===== config.mk =====
export PLATFORM = sky130hd
export DESIGN_NAME = irq_sticky_agg
export DESIGN_NICKNAME = d
export VERILOG_FILES = /design/src/rtl/irq_agg_pkg.sv /design/src/rtl/irq_agg_decode.sv /design/src/rtl/irq_status_cell.sv /design/src/rtl/irq_sticky_agg.sv
export SDC_FILE = /design/constraint.sdc
export NUM_CORES = 1
export LEC_CHECK = 0
export ABC_AREA = 0
export BUFFER_PORTS_ARGS = -buffer_cell sky130_fd_sc_hd__buf_4
export CAP_MARGIN = 20
export CORE_ASPECT_RATIO = 0.9
export CORE_MARGIN = 1
export CORE_UTILIZATION = 32
export DETAILED_ROUTE_END_ITERATION = 6
export PLACE_DENSITY = 0.81
export SLEW_MARGIN = 20
export SYNTH_ARGS = -nofsm -noshare
export SYNTH_HDL_FRONTEND = slang
export SYNTH_SLANG_ARGS = --single-unit

===== constraint.sdc =====
create_clock -name clk_i -period 0.8 [get_ports clk_i]
set_input_delay 0.12 -clock clk_i [delete_from_list [all_inputs] [get_ports clk_i]]
set_output_delay 0.12 -clock clk_i [all_outputs]
set_load 0.01 [all_outputs]

===== src/rtl/irq_agg_pkg.sv =====
package irq_agg_pkg;
  typedef enum logic [1:0] {
    SEL_NONE   = 2'd0,
    SEL_STATUS = 2'd1,
    SEL_ENABLE = 2'd2
  } reg_sel_e;
endpackage


===== src/rtl/irq_agg_decode.sv =====
module irq_agg_decode
  import irq_agg_pkg::*;
#(
  parameter int ADDR_W = 2,
  parameter logic [ADDR_W-1:0] STATUS_ADDR = ADDR_W'(0),
  parameter logic [ADDR_W-1:0] ENABLE_ADDR = ADDR_W'(1)
) (
  input  logic [ADDR_W-1:0] addr_i,
  output reg_sel_e          sel_o
);
  always_comb begin
    if (addr_i == STATUS_ADDR)      sel_o = SEL_STATUS;
    else if (addr_i == ENABLE_ADDR) sel_o = SEL_ENABLE;
    else                            sel_o = SEL_NONE;
  end
endmodule


===== src/rtl/irq_status_cell.sv =====
module irq_status_cell (
  input  logic clk_i,
  input  logic rst_ni,
  input  logic irq_i,
  input  logic clr_i,
  output logic q_o
);
  // a high line wins over a clear so no request is dropped
  always_ff @(posedge clk_i or negedge rst_ni) begin
    if (!rst_ni)    q_o <= 1'b0;
    else if (irq_i) q_o <= 1'b1;
    else if (clr_i) q_o <= 1'b0;
  end

  p_set_r2: assert property (@(posedge clk_i) disable iff (!rst_ni)
    irq_i |=> q_o);
  p_hold_r3: assert property (@(posedge clk_i) disable iff (!rst_ni)
    (!irq_i && !clr_i) |=> (q_o == $past(q_o)));
  p_clear_r4: assert property (@(posedge clk_i) disable iff (!rst_ni)
    (clr_i && !irq_i) |=> !q_o);
endmodule


===== src/rtl/irq_sticky_agg.sv =====
module irq_sticky_agg
  import irq_agg_pkg::*;
#(
  parameter int NUM_SRC = 3,
  parameter int ADDR_W  = 2,
  parameter int DATA_W  = 32,
  parameter logic [ADDR_W-1:0] STATUS_ADDR = ADDR_W'(0),
  parameter logic [ADDR_W-1:0] ENABLE_ADDR = ADDR_W'(1)
) (
  input  logic               clk_i,
  input  logic               rst_ni,
  input  logic [NUM_SRC-1:0] irq_src_i,
  input  logic               wr_en_i,
  input  logic               rd_en_i,
  input  logic [ADDR_W-1:0]  addr_i,
  input  logic [DATA_W-1:0]  wdata_i,
  output logic [DATA_W-1:0]  rdata_o,
  output logic               irq_n_o
);
  localparam int PAD_W = DATA_W - NUM_SRC;

  reg_sel_e           sel;
  logic [NUM_SRC-1:0] status_q;
  logic [NUM_SRC-1:0] en_q;
  logic [NUM_SRC-1:0] clr;
  logic               wr_status;
  logic [DATA_W-1:0]  rd_val;

  irq_agg_decode #(
    .ADDR_W     (ADDR_W),
    .STATUS_ADDR(STATUS_ADDR),
    .ENABLE_ADDR(ENABLE_ADDR)
  ) u_dec (
    .addr_i(addr_i),
    .sel_o (sel)
  );

  assign wr_status = wr_en_i && (sel == SEL_STATUS);

  for (genvar i = 0; i < NUM_SRC; i++) begin : g_src
    assign clr[i] = wr_status && !wdata_i[i];
    irq_status_cell u_cell (
      .clk_i (clk_i),
      .rst_ni(rst_ni),
      .irq_i (irq_src_i[i]),
      .clr_i (clr[i]),
      .q_o   (status_q[i])
    );
  end

  always_ff @(posedge clk_i or negedge rst_ni) begin
    if (!rst_ni)                             en_q <= '0;
    else if (wr_en_i && sel == SEL_ENABLE)   en_q <= wdata_i[NUM_SRC-1:0];
  end

  always_comb begin
    rd_val = '0;
    case (sel)
      SEL_STATUS: rd_val[NUM_SRC-1:0] = status_q;
      SEL_ENABLE: rd_val[NUM_SRC-1:0] = en_q;
      default:    rd_val = '0;
    endcase
  end

  always_ff @(posedge clk_i or negedge rst_ni) begin
    if (!rst_ni)      rdata_o <= '0;
    else if (rd_en_i) rdata_o <= rd_val;
  end

  assign irq_n_o = ~|(status_q & en_q);

  if (PAD_W > 0) begin : g_pad
    logic unused_wdata;
    assign unused_wdata = ^wdata_i[DATA_W-1:NUM_SRC];

    p_rd_upper_r8: assert property (@(posedge clk_i) disable iff (!rst_ni)
      rd_en_i |=> (rdata_o[DATA_W-1:NUM_SRC] == '0));
  end

  p_enable_r6: assert property (@(posedge clk_i) disable iff (!rst_ni)
    (wr_en_i && sel == SEL_ENABLE) |=> (en_q == $past(wdata_i[NUM_SRC-1:0])));
  p_unmapped_r9: assert property (@(posedge clk_i) disable iff (!rst_ni)
    (sel == SEL_NONE) |=> $stable(en_q));
  p_rd_hold_r8: assert property (@(posedge clk_i) disable iff (!rst_ni)
    !rd_en_i |=> $stable(rdata_o));
endmodule


==> results.json <==
{
  "dp.cells": 106,
  "final_layout_size_suffix_gt1_share_pct": 39.1,
  "yosys_warnings": 0,
  "grt.total_usage_pct": 11.1,
  "gr-total-overflow": 0,
  "cts_tree": "built",
  "num_rows": 14,
  "ant_nets": 0,
  "hold_depth": 2,
  "max_freq_ghz": 0.768,
  "rsz0062_at_grt": "true",
  "setup_tns_ps": -1390,
  "min_path_type": "input port to flip-flop",
  "reg2regPathDepth": 3,
  "grt_max_degree": 10,
  "start_util_pct": 35.9,
  "die_h_um": 44.0,
  "cts_buffers": 3,
  "maxSlewViolCount": 0,
  "antenna_found_initial": 0,
  "ys_seq_area_share_pct": 35.9,
  "fp.dieW_um": 48.7,
  "slowest_delay_ps": 390,
  "ys.flop_type": "dfrtp_1",
  "fin_worst_skew_ps": 5.07,
  "ir_worst_vdd_uv": 834,
  "cp.required_ps": 680,
  "nFillCells": 184,
  "grt_pass1_wl_um": 1660,
  "fin_nets": 134,
  "antenna_cells": 0,
  "worst_path_max_delay_cell": "dfrtp_1",
  "wl_per_cell_um": 9.44,
  "numClockSinks": 9,
  "cts-root-buf": "clkbuf_4",
  "vias": 447,
  "die_area_um2": 2140,
  "hold_violations": 0,
  "reg2reg_from": "en_q[0]",
  "yosys.area.top_type": "dfrtp_1",
  "syn-instance-count": 61,
  "startpoint_type": "flip-flop",
  "drtIter0Drc": 5,
  "final.min_clock_period_ps": 1300,
  "dp_hpwl_um": 885,
  "finalInstanceArea_um2": 826,
  "status": "finished, violations left",
  "synthTopCellsByArea": "dfrtp_1 36%, buf_4 35%, mux2_2 5.4%, mux2i_1 4.8%, or4b_1 4.8%",
  "leakage_nw": 0.433,
  "netlist_area_um2": 628,
  "place.gp.congestion": 0.780,
  "grt_pass1_vias": 394,
  "cellPowerDensity_nw_per_um2": 1620,
  "final_cells": 116,
  "violations": "negative setup slack",
  "endpoint_kind": "output port",
  "cp-startpoint": "en_q[0]",
  "min_from": "irq_src_i[1]",
  "path_class": "flip-flop to output port",
  "critPathMaxFanout": 2,
  "synth_common_cells": "29 x buf_4, 9 x dfrtp_1",
  "post-route-period-util_pct": 163,
  "setup_ws_ps": -502,
  "regArea_um2": 225,
  "finalWirelength_um": 1100,
  "place_ws_ps": -251,
  "cp.arrival_ps": 1180,
  "syn_avg_cell_area_um2": 10.3,
  "synth_edf_count": 0,
  "htreeDepth": 1,
  "placed_area_um2": 714,
  "drc": 0,
  "io_pins": 74,
  "final-setup-viol-count": 11,
  "vias_per_cell": 3.85,
  "clkTransAtPathRegs_ps": 50,
  "area_growth_syn_to_layout_pct": 31.5,
  "numPortBuffers": 15,
  "drt-pass1-iter-count": 4,
  "multiInputGateArea_um2": 283,
  "yosysTopAreaCellShare_pct": 35.9,
  "ys_types": 13,
  "async_reset_ff_share_pct": 100,
  "clk_latency_ps": 260,
  "worstPathCellList": "a222oi_1 > buf_4",
  "clockBufferDepth": 2,
  "maxCapViolations": 0,
  "synth_seq_cells": 9,
  "utilization_pct": 47.1,
  "yosysMostFrequentCell": "buf_4",
  "core_um2": 1750
}
[registers in the layout, indices dropped and copies added, names as in the netlist]
register	count
en_q	3
g_src.u_cell.q_o	3
rdata_o	3
[layout by cell type (no fill, tap or decap), drive strengths merged]
cell	Yosys	final
mux2i	3	3
nand2b	1	1
clkbuf	0	4
buf	30	28
o22ai	3	3
mux2	3	3
a222oi	1	1
inv	3	3
or4b	3	3
dfrtp	9	9
nand3b	1	1
conb	1	29
a21o	3	3
dlygate4sd3	0	1
[report_power, final]
part	internal (mW)	total, mW	switching, mW
registers	0.508	0.545	0.0374
logic	0.261	0.443	0.181
clock network	0.192	0.347	0.155
total	0.961	1.34	0.374
[cell type report]
type / instances / share of cell area [%]
tap: 24 / 3.64
timing repair buffer: 29 / 30.3
inverter: 3 / 1.36
clock buffer: 4 / 3.18
sequential: 9 / 27.3
multi-input combinational: 47 / 34.2
[worst paths after layout]
path                                       end  slack (ps)
max                                    irq_n_o        -500
min                        g_src[1].u_cell.q_o          40
max reg2reg                            en_q[0]        -190
min reg2reg                g_src[1].u_cell.q_o         590
max in group asynchronous  g_src[2].u_cell.q_o         440
min in group asynchronous           rdata_o[1]         220
[metal layers]
| layer | global-route usage (%) | vias up | share of wire, % |
|---|---|---|---|
| met5 | 0 | - | 0 |
| met1 | 12.0 | 198 | 40 |
| met3 | 5.15 | 2 | 9.6 |
| li1 | - | 214 | - |
| met4 | 5.29 | 0 | 0.73 |
| met2 | 18.6 | 33 | 49 |
[kinds of logic after synthesis]
family | Yosys count | share of synthesized area [%]
AOI/OAI and AO/OA | 7 | 8.17
buffers and inverters | 33 | 38.2
DFF | 9 | 35.9
muxes | 6 | 10.2
other | 1 | 0.597
and+or+nand+nor | 5 | 6.97
[repair_timing]
item / in CTS / in global routing
pin swaps: 2 / 3
hold endpoints to repair: 9 / 0
setup buffers: 2 / 4
resized for setup: 5 / 5
hold buffers: 1 / 0
setup endpoints to repair: 10 / 13
[metrics by stage]
stage	hold slack [ps]	power (mW)
5_1_grt	24.7	1.42
6_report	35.8	1.34
2_1_floorplan	-176	0.825
3_3_place_gp	-50.9	0.886
3_5_place_dp	-49.9	0.894
4_1_cts	30.7	1.30
[worst max-delay path: cells and delay by family (launching register included)]
family,cells,cell delay [ps]
AOI/OAI and AO/OA,1,350
buffers and inverters,1,180
DFF,1,390
(Power assumes the default switching activity.)
